### src/rtl/drift_tod_pkg.sv
package drift_tod_pkg;

   localparam int REG_ADDR_W = 4;

   typedef enum logic [REG_ADDR_W-1:0] {
      A_CFG  = 4'd0,
      A_STAT = 4'd1,
      A_BRST = 4'd2,
      A_TRIM = 4'd3,
      A_CLO  = 4'd4,
      A_CHI  = 4'd5,
      A_CCTL = 4'd6,
      A_C0LO = 4'd7,
      A_C0HI = 4'd8
   } tod_reg_e;

   // configuration word field positions
   localparam int CFG_RUN_BIT  = 0;
   localparam int CFG_DEF_LSB  = 4;
   localparam int CFG_COMP_LSB = 8;

   // compare control bits
   localparam int CCTL_WRAP_BIT = 0;
   localparam int CCTL_EN_BIT   = 1;

   // status bits
   localparam int STAT_WRAP_BIT = 0;

endpackage

### src/rtl/drift_tod_regs.sv
module drift_tod_regs
   import drift_tod_pkg::*;
#(
   parameter int DATA_W     = 32,
   parameter int CNT_W      = 64,
   parameter int DEF_INC_W  = 4,
   parameter int COMP_INC_W = 12,
   parameter int BRST_W     = 24,
   parameter int TRIM_W     = 32
) (
   input  logic                  clk,
   input  logic                  rst_n,
   input  logic                  reg_wr,
   input  logic                  reg_rd,
   input  logic [REG_ADDR_W-1:0] reg_addr,
   input  logic [DATA_W-1:0]     reg_wdata,
   output logic [DATA_W-1:0]     reg_rdata,
   input  logic [CNT_W-1:0]      count,
   input  logic                  wrap_flag,
   input  logic [BRST_W-1:0]     brst_rem,
   input  logic [TRIM_W-1:0]     trim_period,
   output logic                  run,
   output logic [DEF_INC_W-1:0]  def_inc,
   output logic [COMP_INC_W-1:0] comp_inc,
   output logic                  cmp_wrap_en,
   output logic                  cmp_en,
   output logic [CNT_W-1:0]      cmp0_val,
   output logic                  load,
   output logic [CNT_W-1:0]      load_val,
   output logic                  brst_wr,
   output logic [BRST_W-1:0]     brst_val,
   output logic                  trim_wr,
   output logic [TRIM_W-1:0]     trim_val,
   output logic                  wrap_clr
);

   localparam int HI_W = CNT_W - DATA_W;
   localparam logic [DATA_W-1:0] BRST_MAX = (DATA_W'(1) << BRST_W) - DATA_W'(1);

   logic                  cfg_run;
   logic [DEF_INC_W-1:0]  cfg_def;
   logic [COMP_INC_W-1:0] cfg_comp;
   logic                  cctl_wrap, cctl_en;
   logic [CNT_W-1:0]      cmp0_q;
   logic [HI_W-1:0]       hi_stage, hi_latch;
   logic [DATA_W-1:0]     rdata_q, rd_mux;

   always_ff @(posedge clk or negedge rst_n) begin
      if (!rst_n) begin
         cfg_run   <= 1'b0;
         cfg_def   <= '0;
         cfg_comp  <= '0;
         cctl_wrap <= 1'b0;
         cctl_en   <= 1'b0;
         cmp0_q    <= '0;
         hi_stage  <= '0;
         hi_latch  <= '0;
         rdata_q   <= '0;
      end else begin
         if (reg_wr) begin
            case (reg_addr)
               A_CFG: begin
                  cfg_run  <= reg_wdata[CFG_RUN_BIT];
                  cfg_def  <= reg_wdata[CFG_DEF_LSB +: DEF_INC_W];
                  cfg_comp <= reg_wdata[CFG_COMP_LSB +: COMP_INC_W];
               end
               A_CHI:  hi_stage <= reg_wdata[HI_W-1:0];
               A_CCTL: begin
                  cctl_wrap <= reg_wdata[CCTL_WRAP_BIT];
                  cctl_en   <= reg_wdata[CCTL_EN_BIT];
               end
               A_C0LO: cmp0_q[DATA_W-1:0]     <= reg_wdata;
               A_C0HI: cmp0_q[CNT_W-1:DATA_W] <= reg_wdata[HI_W-1:0];
               default: ;
            endcase
         end
         if (reg_rd) begin
            rdata_q <= rd_mux;
            if (reg_addr == A_CLO) hi_latch <= count[CNT_W-1:DATA_W];
         end
      end
   end

   always_comb begin
      rd_mux = '0;
      case (reg_addr)
         A_CFG: begin
            rd_mux[CFG_RUN_BIT]                 = cfg_run;
            rd_mux[CFG_DEF_LSB +: DEF_INC_W]    = cfg_def;
            rd_mux[CFG_COMP_LSB +: COMP_INC_W]  = cfg_comp;
         end
         A_STAT: rd_mux[STAT_WRAP_BIT]  = wrap_flag;
         A_BRST: rd_mux[BRST_W-1:0]     = brst_rem;
         A_TRIM: rd_mux[TRIM_W-1:0]     = trim_period;
         A_CLO:  rd_mux                 = count[DATA_W-1:0];
         A_CHI:  rd_mux[HI_W-1:0]       = hi_latch;
         A_CCTL: begin
            rd_mux[CCTL_WRAP_BIT] = cctl_wrap;
            rd_mux[CCTL_EN_BIT]   = cctl_en;
         end
         A_C0LO: rd_mux              = cmp0_q[DATA_W-1:0];
         A_C0HI: rd_mux[HI_W-1:0]    = cmp0_q[CNT_W-1:DATA_W];
         default: rd_mux = '0;
      endcase
   end

   assign reg_rdata   = rdata_q;
   assign run         = cfg_run;
   assign def_inc     = cfg_def;
   assign comp_inc    = cfg_comp;
   assign cmp_wrap_en = cctl_wrap;
   assign cmp_en      = cctl_en;
   assign cmp0_val    = cmp0_q;

   assign load     = reg_wr && (reg_addr == A_CLO);
   assign load_val = {hi_stage, reg_wdata};
   assign brst_wr  = reg_wr && (reg_addr == A_BRST);
   assign brst_val = (reg_wdata > BRST_MAX) ? BRST_MAX[BRST_W-1:0] : reg_wdata[BRST_W-1:0];
   assign trim_wr  = reg_wr && (reg_addr == A_TRIM);
   assign trim_val = reg_wdata[TRIM_W-1:0];
   assign wrap_clr = reg_wr && (reg_addr == A_STAT) && reg_wdata[STAT_WRAP_BIT];

   // read data only moves on a read strobe
   a_r6_rdata_holds: assert property (@(posedge clk) disable iff (!rst_n)
      !reg_rd |=> $stable(reg_rdata));

   // the captured upper word only moves on a lower-word read
   a_r6_latch_holds: assert property (@(posedge clk) disable iff (!rst_n)
      !(reg_rd && reg_addr == A_CLO) |=> $stable(hi_latch));

endmodule

### src/rtl/drift_tod_step.sv
module drift_tod_step #(
   parameter int DEF_INC_W  = 4,
   parameter int COMP_INC_W = 12,
   parameter int BRST_W     = 24,
   parameter int TRIM_W     = 32,
   parameter bit HAS_TRIM   = 1'b1
) (
   input  logic                  clk,
   input  logic                  rst_n,
   input  logic                  run,
   input  logic [DEF_INC_W-1:0]  def_inc,
   input  logic [COMP_INC_W-1:0] comp_inc,
   input  logic                  brst_wr,
   input  logic [BRST_W-1:0]     brst_val,
   input  logic                  trim_wr,
   input  logic [TRIM_W-1:0]     trim_val,
   output logic [COMP_INC_W-1:0] step,
   output logic [BRST_W-1:0]     brst_rem,
   output logic [TRIM_W-1:0]     trim_period
);

   logic [BRST_W-1:0] brst_q;
   logic              brst_act;
   logic              trim_fire;

   assign brst_act = (brst_q != '0);

   always_ff @(posedge clk or negedge rst_n) begin
      if (!rst_n)                brst_q <= '0;
      else if (brst_wr)          brst_q <= brst_val;
      else if (run && brst_act)  brst_q <= brst_q - BRST_W'(1);
   end

   generate
      if (HAS_TRIM) begin : g_trim
         logic [TRIM_W-1:0] reload_q, rem_q;

         assign trim_fire   = (reload_q != '0) && (rem_q <= TRIM_W'(1));
         assign trim_period = reload_q;

         always_ff @(posedge clk or negedge rst_n) begin
            if (!rst_n) begin
               reload_q <= '0;
               rem_q    <= '0;
            end else if (trim_wr) begin
               reload_q <= trim_val;
               rem_q    <= trim_val;
            end else if (run && reload_q != '0) begin
               rem_q <= trim_fire ? reload_q : rem_q - TRIM_W'(1);
            end
         end

         // an expiry restarts the period from the programmed value
         a_r4_trim_reload: assert property (@(posedge clk) disable iff (!rst_n)
            run && !trim_wr && trim_fire |=> rem_q == $past(reload_q));

         // between expiries the remaining count walks down by one
         a_r4_trim_walk: assert property (@(posedge clk) disable iff (!rst_n)
            run && !trim_wr && reload_q != '0 && rem_q > TRIM_W'(1)
            |=> rem_q == $past(rem_q) - TRIM_W'(1));
      end else begin : g_notrim
         logic unused_trim;
         assign unused_trim = ^{trim_wr, trim_val};
         assign trim_fire   = 1'b0;
         assign trim_period = '0;
      end
   endgenerate

   assign step     = (brst_act || trim_fire) ? comp_inc : COMP_INC_W'(def_inc);
   assign brst_rem = brst_q;

   // an active burst loses exactly one cycle per counting clock
   a_r3_burst_countdown: assert property (@(posedge clk) disable iff (!rst_n)
      run && !brst_wr && brst_rem != '0 |=> brst_rem == $past(brst_rem) - BRST_W'(1));

   // a stopped counter leaves the burst untouched
   a_r9_burst_hold: assert property (@(posedge clk) disable iff (!rst_n)
      !run && !brst_wr |=> $stable(brst_rem));

endmodule

### src/rtl/drift_tod_core.sv
module drift_tod_core #(
   parameter int CNT_W         = 64,
   parameter int STEP_W        = 12,
   parameter bit HAS_CMP_WRAP  = 1'b1
) (
   input  logic              clk,
   input  logic              rst_n,
   input  logic              run,
   input  logic [STEP_W-1:0] step,
   input  logic              load,
   input  logic [CNT_W-1:0]  load_val,
   input  logic              cmp_wrap_en,
   input  logic              cmp_en,
   input  logic [CNT_W-1:0]  cmp0_val,
   input  logic              wrap_clr,
   output logic [CNT_W-1:0]  count,
   output logic              wrap_flag,
   output logic              cmp_hit
);

   localparam int SUM_W = CNT_W + 1;

   logic [CNT_W-1:0] count_q;
   logic [SUM_W-1:0] sum;
   logic             hit, to_zero, carry_set, flag_q;

   assign hit = cmp_en && (count_q == cmp0_val);
   assign sum = {1'b0, count_q} + SUM_W'(step);

   generate
      if (HAS_CMP_WRAP) begin : g_wrap
         assign to_zero = run && cmp_wrap_en && hit;

         // a counting cycle at the compare value lands on zero
         a_r8_wrap_zero: assert property (@(posedge clk) disable iff (!rst_n)
            run && !load && cmp_wrap_en && cmp_en && count_q == cmp0_val |=> count_q == '0);
      end else begin : g_nowrap
         logic unused_wrap;
         assign unused_wrap = cmp_wrap_en;
         assign to_zero     = 1'b0;
      end
   endgenerate

   assign carry_set = run && !load && !to_zero && sum[CNT_W];

   always_ff @(posedge clk or negedge rst_n) begin
      if (!rst_n)       count_q <= '0;
      else if (load)    count_q <= load_val;
      else if (to_zero) count_q <= '0;
      else if (run)     count_q <= sum[CNT_W-1:0];
   end

   always_ff @(posedge clk or negedge rst_n) begin
      if (!rst_n)          flag_q <= 1'b0;
      else if (carry_set)  flag_q <= 1'b1;
      else if (wrap_clr)   flag_q <= 1'b0;
   end

   assign count     = count_q;
   assign wrap_flag = flag_q;
   assign cmp_hit   = hit;

   // a load is visible in the next cycle regardless of counting
   a_r5_load_wins: assert property (@(posedge clk) disable iff (!rst_n)
      load |=> count_q == $past(load_val));

   // no counting and no load means the count stays put
   a_r9_count_hold: assert property (@(posedge clk) disable iff (!rst_n)
      !run && !load |=> $stable(count_q));

   // the flag stays set until a clear arrives
   a_r7_flag_sticky: assert property (@(posedge clk) disable iff (!rst_n)
      wrap_flag && !wrap_clr |=> wrap_flag);

   // the flag only rises on a counting cycle
   a_r7_flag_cause: assert property (@(posedge clk) disable iff (!rst_n)
      $rose(wrap_flag) |-> $past(run));

endmodule

### src/rtl/drift_tod_counter.sv
module drift_tod_counter
   import drift_tod_pkg::*;
#(
   parameter int DATA_W        = 32,
   parameter int CNT_W         = 64,
   parameter int DEF_INC_W     = 4,
   parameter int COMP_INC_W    = 12,
   parameter int BRST_W        = 24,
   parameter int TRIM_W        = 32,
   parameter bit HAS_TRIM      = 1'b1,
   parameter bit HAS_CMP_WRAP  = 1'b1
) (
   input  logic                  clk,
   input  logic                  rst_n,
   input  logic                  reg_wr,
   input  logic                  reg_rd,
   input  logic [REG_ADDR_W-1:0] reg_addr,
   input  logic [DATA_W-1:0]     reg_wdata,
   output logic [DATA_W-1:0]     reg_rdata,
   output logic [CNT_W-1:0]      tod_count,
   output logic                  tod_wrap,
   output logic                  cmp0_hit
);

   // elaboration-time parameter checks
   if (CNT_W != 2 * DATA_W) begin : g_chk_cnt
      $error("count must be exactly two data words");
   end
   if (COMP_INC_W < DEF_INC_W) begin : g_chk_step
      $error("compensation step narrower than default step");
   end
   if (CFG_COMP_LSB < CFG_DEF_LSB + DEF_INC_W || CFG_COMP_LSB + COMP_INC_W > DATA_W) begin : g_chk_cfg
      $error("configuration fields overlap or overflow the data word");
   end
   if (BRST_W > DATA_W || TRIM_W > DATA_W) begin : g_chk_cnts
      $error("compensation counters wider than the data word");
   end

   logic                  run, load, brst_wr, trim_wr, wrap_clr;
   logic                  cmp_wrap_en, cmp_en, wrap_flag;
   logic [DEF_INC_W-1:0]  def_inc;
   logic [COMP_INC_W-1:0] comp_inc, step;
   logic [CNT_W-1:0]      cmp0_val, load_val, count;
   logic [BRST_W-1:0]     brst_val, brst_rem;
   logic [TRIM_W-1:0]     trim_val, trim_period;

   drift_tod_regs #(
      .DATA_W(DATA_W), .CNT_W(CNT_W), .DEF_INC_W(DEF_INC_W),
      .COMP_INC_W(COMP_INC_W), .BRST_W(BRST_W), .TRIM_W(TRIM_W)
   ) u_regs (
      .clk(clk), .rst_n(rst_n),
      .reg_wr(reg_wr), .reg_rd(reg_rd), .reg_addr(reg_addr),
      .reg_wdata(reg_wdata), .reg_rdata(reg_rdata),
      .count(count), .wrap_flag(wrap_flag),
      .brst_rem(brst_rem), .trim_period(trim_period),
      .run(run), .def_inc(def_inc), .comp_inc(comp_inc),
      .cmp_wrap_en(cmp_wrap_en), .cmp_en(cmp_en), .cmp0_val(cmp0_val),
      .load(load), .load_val(load_val),
      .brst_wr(brst_wr), .brst_val(brst_val),
      .trim_wr(trim_wr), .trim_val(trim_val),
      .wrap_clr(wrap_clr)
   );

   drift_tod_step #(
      .DEF_INC_W(DEF_INC_W), .COMP_INC_W(COMP_INC_W),
      .BRST_W(BRST_W), .TRIM_W(TRIM_W), .HAS_TRIM(HAS_TRIM)
   ) u_step (
      .clk(clk), .rst_n(rst_n), .run(run),
      .def_inc(def_inc), .comp_inc(comp_inc),
      .brst_wr(brst_wr), .brst_val(brst_val),
      .trim_wr(trim_wr), .trim_val(trim_val),
      .step(step), .brst_rem(brst_rem), .trim_period(trim_period)
   );

   drift_tod_core #(
      .CNT_W(CNT_W), .STEP_W(COMP_INC_W), .HAS_CMP_WRAP(HAS_CMP_WRAP)
   ) u_core (
      .clk(clk), .rst_n(rst_n), .run(run), .step(step),
      .load(load), .load_val(load_val),
      .cmp_wrap_en(cmp_wrap_en), .cmp_en(cmp_en), .cmp0_val(cmp0_val),
      .wrap_clr(wrap_clr),
      .count(count), .wrap_flag(wrap_flag), .cmp_hit(cmp0_hit)
   );

   assign tod_count = count;
   assign tod_wrap  = wrap_flag;

endmodule

### config.mk
export PLATFORM = sky130hd
export DESIGN_NAME = drift_tod_counter
export DESIGN_NICKNAME = d
export VERILOG_FILES = /design/src/rtl/drift_tod_pkg.sv /design/src/rtl/drift_tod_regs.sv /design/src/rtl/drift_tod_step.sv /design/src/rtl/drift_tod_core.sv /design/src/rtl/drift_tod_counter.sv
export SDC_FILE = /design/constraint.sdc
export NUM_CORES = 1
export LEC_CHECK = 0
export BUFFER_PORTS_ARGS = -buffer_cell sky130_fd_sc_hd__buf_4
export CORE_MARGIN = 8
export CORE_UTILIZATION = 40
export DETAILED_ROUTE_END_ITERATION = 8
export GPL_ROUTABILITY_DRIVEN = 1
export SETUP_SLACK_MARGIN = 0.15
export SYNTH_ARGS = -nofsm -noshare
export SYNTH_HDL_FRONTEND = slang
export SYNTH_SLANG_ARGS = --single-unit
### constraint.sdc
create_clock -name clk -period 11.2 [get_ports clk]
set_clock_uncertainty 0.1 [all_clocks]
set_input_delay 2.24 -clock clk [delete_from_list [all_inputs] [get_ports clk]]
set_output_delay 2.24 -clock clk [all_outputs]
set_load 0.005 [all_outputs]
Word-level counts from Yosys, hierarchy flattened
Index checks and enable logic that the tools add are counted.
{ "classes": {"addsub": 3, "n_lt_le_gt_ge": 2, "n_eq_ne": 9, "muxes": 18, "n_reduce_logical": 30} }
{ "op_table": {"columns": ["operator", "count"], "rows": [
  ["64-bit two-way mux", 3],
  ["16-bit case mux with 7 select lines", 1],
  ["32-bit two-way mux", 3],
  ["24-bit two-way mux", 3],
  ["64-bit by 12-bit adder with 65-bit output", 1],
  ["64-bit == test", 1],
  ["8-bit case mux with 5 select lines", 1],
  ["32-bit by 24-bit > comparator with 1-bit output, second input constant", 1],
  ["32-bit by 1-bit <= comparator with 1-bit output, second input constant", 1],
  ["32-bit nonzero test", 1],
  ["32-bit by 1-bit subtractor with 32-bit output, second input constant", 1],
  ["4-bit case mux with 6 select lines", 1],
  ["24-bit nonzero test", 1],
  ["24-bit by 1-bit subtractor with 24-bit output, second input constant", 1],
  ["4-bit by 3-bit == test with 1-bit output, second input constant", 4],
  ["1-bit logical AND", 14],
  ["12-bit two-way mux", 1],
  ["2-bit case mux with 6 select lines", 1],
  ["2-bit AND reduction", 6],
  ["1-bit case mux with 9 select lines", 1],
  ["4-bit by 2-bit == test with 1-bit output, second input constant", 2],
  ["1-bit case mux with 7 select lines", 1],
  ["2-bit nonzero test", 3],
  ["4-bit by 1-bit == test with 1-bit output, second input constant", 1],
  ["6 further kinds", 8]
]} }
{ "word_totals": {"ff_bits": 332, "input_bits": 40, "out_inout_bits": 98, "elab_cells": 77} }

Depth between registers and ports, before layout
Gate-level depths: netlist (run 1).
{ "depth": {"ltp_word": 8, "ltp_mapped": 18, "mapped_depth_nobuf": 16} }

By module
From an unflattened synthesis (run 1), not the netlist that was laid out.
{ "unflattened": {"hier_cells": 2101, "area_unflattened_um2": 20327.0} }
{ "by_module_without_submodules": {"columns": ["module", "instances", "cells_per_inst", "area_each_um2", "seq_area_each_um2"], "rows": [
  ["drift_tod_regs", 1, 707, 8883.5, 4479.3],
  ["drift_tod_core", 1, 807, 6243.5, 1626.6],
  ["drift_tod_step", 1, 587, 5200.0, 2202.1]
]} }

Least setup slack after synthesis (run 1)
Ideal clock, no wire load.
{ "synth_timing": {"path_kind": "register -> register", "start": "register u_step.brst_q[5] (netlist: u_step.brst_rem[5])", "end": "register u_core.count_q[50] (netlist: u_core.count[50])", "arrival_time_ns": 4.595, "required_time_ns": 10.974, "path_slack_ns": 6.379, "stages_incl_launch_ff": 18, "n_path_buf": 2, "synth_period_minus_slack_ns": 4.821, "cell_sequence": "dfrtp_1 > or4_4 > or4b_4 > or2_4 > nor2_1 > nand2_1 > clkbuf_1 > mux2_2 > ha_1 > fa_1 > nand3_1 > a211oi_1 > o2111ai_1 > a2111oi_0 > buf_2 > nand2_1 > a31o_2 > a221o_1"} }
{ "synth_between": {"elab_chain_cells": 7} }
{ "synth_rtl": {"columns": ["item", "line", "source"], "rows": [
  ["start: declaration", "drift_tod_step.sv:22", "logic [BRST_W-1:0] brst_q;"],
  ["start signal: assignment", "drift_tod_step.sv:30", "else if (brst_wr) brst_q <= brst_val;"],
  ["start signal: assignment", "drift_tod_step.sv:31", "else if (run && brst_act) brst_q <= brst_q - BRST_W'(1);"],
  ["24-bit nonzero test", "drift_tod_step.sv:26", "assign brst_act = (brst_q != '0);"],
  ["1-bit logical OR", "drift_tod_step.sv:69", "assign step = (brst_act || trim_fire) ? comp_inc : COMP_INC_W'(def_inc);"],
  ["12-bit two-way mux", "drift_tod_step.sv:69", null],
  ["64-bit by 12-bit adder with 65-bit output", "drift_tod_core.sv:28", "assign sum = {1'b0, count_q} + SUM_W'(step);"],
  ["64-bit two-way mux", "drift_tod_core.sv:50", "else if (run) count_q <= sum[CNT_W-1:0];"],
  ["64-bit two-way mux", "drift_tod_core.sv:49", "else if (to_zero) count_q <= '0;"],
  ["64-bit two-way mux", "drift_tod_core.sv:48", "else if (load) count_q <= load_val;"],
  ["end signal: assignment", "drift_tod_core.sv:48", null],
  ["end signal: assignment", "drift_tod_core.sv:50", null],
  ["end: declaration", "drift_tod_core.sv:23", "logic [CNT_W-1:0] count_q;"]
]} }
Every way passes these cells. The select of a mux whose other input is x is not followed.
A chain may end at the register's enable or synchronous reset.

Worst setup path in the final report (run 1)
{ "layout_timing": {"start": "register u_step.brst_q[5] (netlist: u_step.brst_rem[5])", "end": "register u_core.count_q[38] (netlist: u_core.count[38])"} }
Same word-level chain as after synthesis.

==> impl_metrics.csv, run 1 <==
group,metric,value,unit
status,run_status,"completed",
timing,hold_viol_final,0,
pwr,vdd_ir_drop_max,0.120,mV
synth,synth.largest_area_cell,"dfrtp_1",
setup_path,cp_data_required_time,11550,ps
synth,yosysWarnings,0,
setup_path,startpoint,"u_step.brst_rem[5]$_DFFE_PN0P_",
synth,synth.cell_area,0.0182,sq mm
placed_design,io_buffer_count,137,
synth,synthFlopType,"dfrtp_1",
hold_path,hold_path.class,"flip-flop to flip-flop",
timing,finalHoldWorstSlack,387,ps
timing,finalWorstSetupSlack,5160,ps
clocking,htree_num_levels,2,
floorplanning,row_count,78,
grt,gr-usage-all-layers,27.2,%
timing,final_min_period_over_clock_period,54.0,%
floorplanning,core-area,0.0452,sq mm
setup_path,critical_path.reg2reg.startpoint,"u_step.brst_rem[5]$_DFFE_PN0P_",
timing,setup_viol_count_final,0,
synth,yosys.cell_types.count,82,
pwr,total_power,4570,uW
grt,grt_util_met3,4.38,%
clocking,clk_latency,580,ps
route,route.vias.total,16500,
clocking,cts-root-buf,"clkbuf_16",
route,drt_pass1_iterations,7,
synth,synth-async-reset-ratio,100,%
setup_path,worst-path-max-fanout,12,
clocking,cts_max_path_bufs,3,
placed_design,pre_cts_worst_setup_slack,5230,ps
synth,ys_seq_area_share,45.6,%
synth,syn-num-nets,1932,
timing,finalWorstPathRequiredPeriod,6040,ps
pwr,internal_power,2820,uW
floorplanning,dieArea,0.0526,sq mm
layout,area_delta_synth_final,15.9,%
setup_path,setup.worst_path.start_class,"flip-flop",
clocking,tritoncts.num_buffers,40,
timing,worst_pin_slew,1340,ps
clocking,cts_tree,"done",
synth,post_synth_main_area_contributors,"dfrtp_1, mux2_2, nand2_1",
route,drt_drc_violations_left,0,
layout,drive_above_1_share,21.8,%
route,totalWireLength,73300,um
floorplanning,start_util,40.3,%
placed_design,routabilityCongestion,0.962,
setup_path,critical_path_class,"flip-flop to flip-flop",
clocking,post-cts-setup-buffer-count,0,
timing,slew_violations,0,
placed_design,place.detailed.hpwl,52800,um
grt,grt_pass1_wl,109000,um
setup_path,worst_ep_arrival_time,6390,ps
pwr,power_switching,1750,uW
pwr,power_switching_share,38.3,%
pwr,portion_of_total_power_attributed_to_combinational_logic,28.5,%
grt,grt_max_degree,118,
route,detailedRoute.firstIterationViolations,2028,
layout,finish.net_count,2024,
pwr,clkPwrFrac,28.6,%
grt,globalRouteOverflowTotal,0,
synth,postSynthAreaPerCell,9.71,sq um
floorplanning,die_y,229,um
clocking,path_clk_slew,60,ps
grt,globalRouteMet2Util,43.6,%
layout,n_antenna_cell,0,
grt,number_of_global_route_vias_before_repair,16500,
synth,number_of_standard_cells_after_synthesis,1874,
pwr,sequentialPowerShare,42.9,%
grt,grtUsageMet1,36.3,%
run,timing.max_cap.violations,0,
clocking,cts_hold_buffers,0,
setup_path,worst_setup_path_end_kind,"flip-flop",
synth,synth_edf_count,0,
grt,most_used_layer_global_route,"met2",
route,avgViaCountPerCell,6.36,
hold_path,hold_start,"u_regs.hi_latch[4]$_DFFE_PN0P_",
floorplanning,design.portCount,138,
pwr,p_leak,0.00866,uW
timing,max_slew_margin,10.3,%
floorplanning,die_x,229,um
grt,antenna_found_initial,3,
timing,achievable-frequency,0.165,GHz
clocking,clock_sink_count,332,
route,ant_nets,0,
clocking,post_cts.resized_instances,0,
timing,totalNegativeSetupSlack,0,ps
route,routedWlPerCell,28.2,um
synth,synth.ff_latch_count,332,
pwr,power-per-cell-area,217,mW/mm^2
synth,synth_top_area_share,45.6,%
timing,rsz0062_at_grt,"false",
-- cell type report --
cell class	instances	area (sq um)
well taps	600	751
multi-input cells	1349	9180
fillers	4320	24100
clock buffers	58	1160
flip-flops and latches	332	8310
clock inverters	13	128
repair buffers	173	1310
inverters	70	263
-- worst paths after layout --
path | to | slack (ps) | depth (start not counted)
worst max-delay path | u_core.count[38]$_DFFE_PN0P_ | 5160 | 15
worst min-delay path | u_regs.hi_latch[4]$_DFFE_PN0P_ | 390 | 2
worst max register to register | u_core.count[38]$_DFFE_PN0P_ | 5160 | 15
worst min register to register | u_regs.hi_latch[4]$_DFFE_PN0P_ | 390 | 2
max in group asynchronous | u_regs.hi_latch[22]$_DFFE_PN0P_ | 7730 | 2
min in group asynchronous | u_step.g_trim.rem_q[8]$_DFFE_PN0P_ | 1690 | 1
-- per-stage QoR --
stage / instance area, sq um / utilization, % / cells
finish: 21100 / 46.7 / 2595
detailed placement: 19800 / 43.8 / 2524
CTS: 21100 / 46.7 / 2595
floorplan: 18200 / - / 1874
global placement: 19800 / 43.8 / 2524
global route: 21100 / 46.7 / 2595
-- power by group through the flow --
| stage | Sequential [uW] | Combinational (uW) | Clock [uW] |
|---|---|---|---|
| after floorplan | 1740 | 823 | 0 |
| after global placement | 1950 | 1270 | 0 |
| after detailed placement | 1960 | 1290 | 0 |
| after CTS | 1940 | 1300 | 1320 |
| after global routing | 1990 | 1420 | 1360 |
| final | 1960 | 1300 | 1310 |
-- registers in the layout, summed over array words and instances (netlist names), 4 cells and up --
name / flops
u_core.count: 64
u_regs.cmp0_val: 64
u_regs.hi_latch: 32
u_regs.hi_stage: 32
u_regs.reg_rdata: 32
u_step.g_trim.rem_q: 32
u_step.trim_period: 32
u_step.brst_rem: 24
u_regs.comp_inc: 12
u_regs.def_inc: 4
-- worst max-delay path: stages, from the launching register on --
cell	delay [ps]
dfrtp_1	420
or4_4	560
or4b_4	590
or2_4	270
nor2_1	100
nand2_1	340
mux2_2	350
ha_1	180
fa_1	230
nand3_1	130
a211oi_1	330
o2111ai_1	370
a2111oi_2	1280
nand2_1	100
a31o_2	300
a221o_1	280
-- per-layer routing --
| metal | share of wire, % | up-vias | routed length [um] |
|---|---|---|---|
| li1 | - | 7164 | - |
| met1 | 41 | 8372 | 30000 |
| met2 | 47 | 828 | 34200 |
| met3 | 8.3 | 151 | 6090 |
| met4 | 4.0 | 2 | 2940 |
| met5 | 0.022 | - | 16 |
-- synth_stat cells (all sizes together), types with 4 or more instances --
cell / number
nand2: 208
o21a: 5
and2: 18
a22oi: 80
nor2b: 6
nor2: 102
or2: 8
and3: 29
or3: 16
nor3: 48
nor4: 45
a41oi: 9
mux2i: 5
a31o: 23
a2bb2oi: 6
dfrtp: 332
a221o: 20
o22ai: 20
ha: 17
o31ai: 9
xnor2: 64
a31oi: 34
or4: 17
a21oi: 59
nand2b: 17
o211ai: 17
nor3b: 4
clkbuf: 86
o21ai: 104
a211oi: 6
o2111ai: 10
nand4: 47
inv: 70
o31a: 13
a21boi: 4
buf: 37
a21o: 7
mux2: 138
a222oi: 26
nand3: 43
xor2: 24
-- layout by cell type (no fill, tap or decap), drive strengths merged, types with 6 or more instances in the layout --
cell type / synthesis / layout
nor3: 48 / 48
a211oi: 6 / 6
and2: 18 / 18
xnor2: 64 / 64
a31o: 23 / 23
nor2b: 6 / 6
a2bb2oi: 6 / 6
a21oi: 59 / 59
o31a: 13 / 13
nand3: 43 / 43
nand2b: 17 / 17
a41oi: 9 / 9
a221o: 20 / 20
o211ai: 17 / 17
or3: 16 / 16
a31oi: 34 / 34
o2111ai: 10 / 10
ha: 17 / 17
and3: 29 / 29
clkinv: 0 / 7
a21o: 7 / 7
xor2: 24 / 24
a22oi: 80 / 80
mux2: 138 / 138
buf: 37 / 173
nor2: 102 / 102
a222oi: 26 / 26
clkbuf: 86 / 58
nand2: 208 / 208
o22ai: 20 / 20
nand4: 47 / 47
o31ai: 9 / 9
inv: 70 / 72
or2: 8 / 8
nor4: 45 / 45
o21ai: 104 / 104
or4: 17 / 17
dfrtp: 332 / 332
-- logic make-up after synthesis --
kind of cell / count (synthesis) / synth area share [%]
buffers and inverters: 193 / 4.27
adder cells (fa/ha/maj): 18 / 1.28
flip-flops: 332 / 45.6
AND/OR/NAND/NOR: 623 / 17.3
XOR/XNOR: 88 / 4.23
AO/OA/AOI/OAI: 477 / 18.4
multiplexers: 143 / 8.89
(Power assumes the default switching activity.)
==> run 2, diff against run 1 <==
==> constraint.sdc (replaced) <==
create_clock -name clk -period 6 [get_ports clk]
set_clock_uncertainty 0.1 [all_clocks]
set_input_delay 1.2 -clock clk [delete_from_list [all_inputs] [get_ports clk]]
set_output_delay 1.2 -clock clk [all_outputs]
set_load 0.005 [all_outputs]
==> run 2 against run 1 <==
  * Combinational power rose by 92%
  * Fmax rose by 8.3%
  * Clock power up 79%
  * Final area grew 0.21%
  * Sequential power grew 86%
  * Global-route usage shrank 0.25 points
  * Largest cell class unchanged
==> impl_metrics.csv, run 2 (synthesis results as in run 1) <==
group,metric,value,unit
route,ant_nets,0,
layout,area_delta_synth_final,16.2,%
layout,finish.net_count,2034,
layout,register_area,0.00831,sq mm
clocking,cts_tree,"done",
clocking,tritoncts.num_buffers,39,
floorplanning,core-area,0.0452,sq mm
setup_path,critical-path-top-cell-by-count,"nand2_1",
timing,rsz0062_at_grt,"false",
timing,finalHoldWorstSlack,383,ps
timing,max_slew_margin,25.4,%
setup_path,critPathTopFamily,"simple AND/OR/NAND/NOR gates",
clocking,post-cts-setup-buffer-count,0,
layout,most_common_cell_after_layout_fill_and_taps_aside,"dfrtp_1",
layout,multiInputGateArea,0.00918,sq mm
floorplanning,design.portCount,138,
layout,most-common-layout-cells,"dfrtp_1, nand2_1, buf_4, mux2_2, nor2_1",
placed_design,placed_area,0.0199,sq mm
timing,slew_violations,0,
floorplanning,start_util,40.3,%
route,totalWireLength,72900,um
grt,grt_max_degree,123,
pwr,internal_power,5240,uW
setup_path,setup.worst_path.start_class,"flip-flop",
clocking,post_cts.resized_instances,0,
timing,finalWorstPathRequiredPeriod,5580,ps
route,drt_pass1_iterations,8,
timing,finalWorstSetupSlack,418,ps
route,routedWlPerCell,28.0,um
clocking,clock_sink_count,332,
status,run_status,"completed",
clocking,clk_latency,560,ps
run,timing.max_cap.violations,0,
timing,worst_pin_slew,1120,ps
pwr,clkPwrFrac,27.6,%
timing,achievable-frequency,0.179,GHz
setup_path,cp_slowest_cell,"a2111oi_2",
clocking,path_clk_slew,60,ps
grt,antenna_found_initial,3,
pwr,power-per-cell-area,401,mW/mm^2
pwr,power_switching_share,38.2,%
clocking,cts_max_path_bufs,3,
pwr,sequentialPowerShare,42.9,%
setup_path,cp_data_required_time,6330,ps
clocking,cts-root-buf,"clkbuf_16",
timing,hold_viol_final,0,
setup_path,critical_path_class,"flip-flop to flip-flop",
hold_path,hold_path.class,"flip-flop to flip-flop",
floorplanning,row_count,78,
layout,drive_above_1_share,21.9,%
grt,globalRouteOverflowTotal,0,
pwr,p_leak,0.00869,uW
route,avgViaCountPerCell,6.33,
route,route.vias.total,16500,
setup_path,cp_num_buf_inv,1,
route,drt_drc_violations_left,0,
timing,setup_viol_count_final,0,
setup_path,worst_setup_path_end_kind,"flip-flop",
route,detailedRoute.firstIterationViolations,1951,
layout,final.fill_count,4280,
floorplanning,die_y,229,um
floorplanning,die_x,229,um
timing,final_min_period_over_clock_period,93.0,%
floorplanning,dieArea,0.0526,sq mm
setup_path,critical-path-max-stage-delay,690,ps
placed_design,place.detailed.hpwl,52600,um
setup_path,cp_cell_sequence,"or4_4, or4b_4, or2_4, nor2_1, nand2_1, mux2_2, ha_1, fa_1, nand3_1, a211oi_1, o2111ai_1, a2111oi_2, buf_4, nand2_1, a31o_2, a221o_1",
placed_design,io_buffer_count,137,
timing,totalNegativeSetupSlack,0,ps
setup_path,worst-path-max-fanout,12,
grt,grt_pass1_wl,109000,um
clocking,htree_num_levels,2,
pwr,power_switching,3240,uW
grt,number_of_global_route_vias_before_repair,16200,
clocking,cts_hold_buffers,0,
pwr,portion_of_total_power_attributed_to_combinational_logic,29.5,%
pwr,vdd_ir_drop_max,0.230,mV
setup_path,worst_ep_arrival_time,5920,ps
grt,gr-usage-all-layers,26.9,%
placed_design,routabilityCongestion,0.952,
layout,design_area,0.0211,sq mm
placed_design,pre_cts_worst_setup_slack,507,ps
-- run 2: tightest hold or removal path, cell delays in order, from the launching register on --
cell,delay (ps)
dfrtp_1,340
nand2_1,40
o21ai_0,60
-- run 2: routing by layer --
layer,up-vias,share of wire (%),track usage [%]
met3,144,6.9,3.54
li1,7179,-,-
met5,-,0,0
met4,0,4.2,11.0
met2,777,46,42.6
met1,8392,43,36.9
-- run 2: power groups by stage --
| stage | clock, uW | sequential [uW] | combinational (uW) |
|---|---|---|---|
| CTS | 2370 | 3610 | 2490 |
| detailed placement | 0 | 3640 | 2470 |
| global route | 2460 | 3690 | 2710 |
| finish | 2340 | 3640 | 2500 |
| floorplan | 0 | 3240 | 1540 |
| global placement | 0 | 3620 | 2440 |
-- run 2: cell type report --
type                            instances  share of cell area (%)
Inverter                               70                    1.24
Antenna cell                            1                  0.0118
Multi-Input combinational cell       1349                    43.4
Clock inverter                          6                   0.284
Tap cell                              600                    3.55
Timing Repair Buffer                  184                    6.63
Clock buffer                           62                    5.56
Sequential cell                       332                    39.3
-- run 2: per-stage QoR --
step	power [uW]	instances	util, %
4_1_cts	8460	2603	46.8
6_report	8490	2604	46.8
3_5_place_dp	6110	2535	44.1
3_3_place_gp	6070	2535	44.1
2_1_floorplan	4780	1874	-
5_1_grt	8860	2603	46.8
-- run 2: worst paths after layout --
| kind | cells after the start | slack (ps) | start | to |
|---|---|---|---|---|
| worst max-delay path | 16 | 420 | u_step.brst_rem[5]$_DFFE_PN0P_ | u_core.count[50]$_DFFE_PN0P_ |
| worst min-delay path | 2 | 380 | u_regs.hi_latch[7]$_DFFE_PN0P_ | u_regs.hi_latch[7]$_DFFE_PN0P_ |
| worst max register to register | 16 | 420 | u_step.brst_rem[5]$_DFFE_PN0P_ | u_core.count[50]$_DFFE_PN0P_ |
| worst min register to register | 2 | 380 | u_regs.hi_latch[7]$_DFFE_PN0P_ | u_regs.hi_latch[7]$_DFFE_PN0P_ |
| max in group asynchronous | 2 | 3880 | rst_n | u_core.count[26]$_DFFE_PN0P_ |
| min in group asynchronous | 1 | 590 | rst_n | u_step.trim_period[7]$_DFFE_PN0P_ |
==> run 3, diff against run 2 <==
--- a/config.mk
+++ b/config.mk
@@ -7,9 +7,10 @@
 export LEC_CHECK = 0
 export BUFFER_PORTS_ARGS = -buffer_cell sky130_fd_sc_hd__buf_4
 export CORE_MARGIN = 8
-export CORE_UTILIZATION = 40
+export CORE_UTILIZATION = 57
 export DETAILED_ROUTE_END_ITERATION = 8
 export GPL_ROUTABILITY_DRIVEN = 1
+export PLACE_DENSITY = 0.76
 export SETUP_SLACK_MARGIN = 0.15
 export SYNTH_ARGS = -nofsm -noshare
 export SYNTH_HDL_FRONTEND = slang
==> constraint.sdc (replaced) <==
create_clock -name clk -period 5.15 [get_ports clk]
set_clock_uncertainty 0.1 [all_clocks]
set_input_delay 1.03 -clock clk [delete_from_list [all_inputs] [get_ports clk]]
set_output_delay 1.03 -clock clk [all_outputs]
set_load 0.005 [all_outputs]
==> run 3 against run 2 <==
  * Worst hold slack barely moved
  * Non-clock buffer count rose by 39
  * Combinational power rose by 24%
  * Die area fell by 28%
  * Clock power rose by 20%
  * Wire length fell by 2.5%
  * Global-route usage rose by 9.4 points
  * Register-to-register slack got worse by 210 ps
  * Final area rose by 1.1%
  * Sequential cell count did not move
  * Via count rose by 4.4%
  * Largest cell class unchanged
==> impl_metrics.csv, run 3 (synthesis results as in run 1) <==
group,metric,value,unit
status,run_status,"completed",
timing,rsz0062_at_grt,"true",
setup_path,worst_ep_arrival_time,5250,ps
setup_path,cp_data_required_time,5460,ps
clocking,clock_sink_count,332,
layout,n_antenna_cell,0,
floorplanning,start_util,57.8,%
setup_path,regToRegSetupSlack,210,ps
layout,area_delta_synth_final,17.5,%
pwr,vdd_ir_drop_max,0.407,mV
route,detailedRoute.firstIterationViolations,2340,
timing,final_min_period_over_clock_period,95.9,%
clocking,cts_tree,"done",
clocking,cts-root-buf,"clkbuf_16",
route,routedWlPerCell,29.1,um
setup_path,setup.worst_path.start_class,"flip-flop",
placed_design,io_buffer_count,137,
clocking,clk_latency,550,ps
placed_design,placed_area,0.0199,sq mm
timing,slew_violations,0,
timing,setup_viol_count_final,0,
timing,achievable-frequency,0.202,GHz
setup_path,critical_path_class,"flip-flop to flip-flop",
setup_path,worst-path-max-fanout,5,
floorplanning,die_y,195,um
run,timing.max_cap.violations,0,
layout,final.fill_count,2453,
clocking,tritoncts.num_buffers,38,
route,totalWireLength,71100,um
clocking,htree_num_levels,2,
pwr,p_leak,0.00893,uW
layout,layout.core_utilization,67.9,%
floorplanning,core-area,0.0315,sq mm
pwr,power_switching,3850,uW
placed_design,place.detailed.hpwl,50500,um
pwr,power-per-cell-area,473,mW/mm^2
grt,number_of_global_route_vias_before_repair,16600,
clocking,path_clk_slew,60,ps
timing,hold_viol_final,0,
grt,gr-usage-all-layers,36.3,%
layout,most-common-layout-cells,"dfrtp_1, buf_4, nand2_1, mux2_2, nor2_1",
floorplanning,dieArea,0.0379,sq mm
clocking,cts_hold_buffers,0,
floorplanning,design.portCount,138,
grt,antenna_found_initial,5,
hold_path,hold_path.class,"flip-flop to flip-flop",
route,drt_pass1_iterations,6,
layout,drive_above_1_share,24.5,%
timing,max_slew_margin,15.0,%
floorplanning,row_count,65,
layout,design_area,0.0214,sq mm
pwr,internal_power,6270,uW
layout,most_common_cell_after_layout_fill_and_taps_aside,"dfrtp_1",
route,avgViaCountPerCell,7.04,
setup_path,worst_setup_path_end_kind,"flip-flop",
layout,multiInputGateArea,0.00932,sq mm
pwr,power_switching_share,38.1,%
grt,grt_pass1_wl,106000,um
layout,finish.net_count,2073,
placed_design,routabilityCongestion,0.969,
route,drt_drc_violations_left,0,
route,ant_nets,0,
pwr,clkPwrFrac,27.7,%
pwr,portion_of_total_power_attributed_to_combinational_logic,30.7,%
route,route.vias.total,17200,
timing,worst_pin_slew,1270,ps
layout,register_area,0.00831,sq mm
grt,grt_max_degree,118,
pwr,sequentialPowerShare,41.6,%
timing,finalWorstPathRequiredPeriod,4940,ps
clocking,cts_max_path_bufs,3,
floorplanning,die_x,195,um
grt,globalRouteOverflowTotal,0,
==> run 3: cell types whose count changed in the layout (fill, tap and decap cells not counted), sizes merged <==
cell | before | now
nand2 | 208 | 209
bufinv | 1 | 3
clkbuf | 62 | 55
clkinv | 3 | 6
inv | 70 | 72
diode | 1 | 0
buf | 184 | 223
clkinvlp | 2 | 3
==> run 3: layout make-up <==
| cell class | instances | area share (%) |
|---|---|---|
| multi-input combinational | 1350 | 43.6 |
| sequential | 332 | 38.8 |
| timing repair buffer | 223 | 8.00 |
| clock buffer | 55 | 5.21 |
| tap | 402 | 2.35 |
| inverter | 70 | 1.23 |
| clock inverter | 14 | 0.802 |
==> run 3: what timing repair did <==
item,CTS,global route
gates cloned,0,1
setup buffers,0,9
setup endpoints to repair,17,38
resized for setup,2,21
pin swaps,0,7
==> run 3: final timing paths <==
| check | start | to | depth (start not counted) |
|---|---|---|---|
| worst max register to register | u_step.g_trim.rem_q[26]$_DFFE_PN0P_ | u_core.count[17]$_DFFE_PN0P_ | 16 |
| max in group asynchronous | rst_n | u_regs.hi_stage[1]$_DFFE_PN0P_ | 2 |
| min in group asynchronous | rst_n | u_step.trim_period[6]$_DFFE_PN0P_ | 1 |
| worst max-delay path | u_step.g_trim.rem_q[26]$_DFFE_PN0P_ | u_core.count[17]$_DFFE_PN0P_ | 16 |
| worst min register to register | u_regs.hi_stage[3]$_DFFE_PN0P_ | u_core.count[35]$_DFFE_PN0P_ | 2 |
| worst min-delay path | u_regs.hi_stage[3]$_DFFE_PN0P_ | u_core.count[35]$_DFFE_PN0P_ | 2 |
==> run 3: stage by stage <==
step                      setup TNS [ps]  hold slack [ps]  power [uW]  cells  worst slack (ps)
after floorplan                        0              344        5570   1874               329
after global placement                 0              363        7070   2367              21.8
after detailed placement            -179              371        7140   2367             -67.5
after CTS                              0              384        9930   2436              99.9
after global routing                   0              396       10500   2446               103
final                                  0              382       10100   2446               210
==> run 3: power by group through the flow <==
| stage | Clock (uW) | Combinational, uW | Sequential [uW] |
|---|---|---|---|
| after floorplan | 0 | 1790 | 3780 |
| after global placement | 0 | 2910 | 4160 |
| after detailed placement | 0 | 2960 | 4180 |
| after CTS | 2800 | 2980 | 4140 |
| after global routing | 2910 | 3330 | 4240 |
| final | 2810 | 3110 | 4210 |
==> run 3: critical path, stage by stage (launching register included) <==
cell       delay (ps)
dfrtp_1           410
or4_4             590
nor4b_2           420
o2111ai_2         380
nand2_4           270
buf_4             140
mux2_2            370
ha_1              290
a21o_1            150
a221oi_2          100
buf_4             160
o21a_1            210
o31ai_2           290
buf_4             200
nand4_1           160
a31o_2            300
a221o_1           280
==> run 3: layer usage <==
metal	share of wire (%)	global-route usage [%]	wire length (um)
met1	38	47.0	26700
met2	46	57.8	32800
met3	11	7.86	7730
met4	5.4	16.9	3860
met5	0.013	0	9
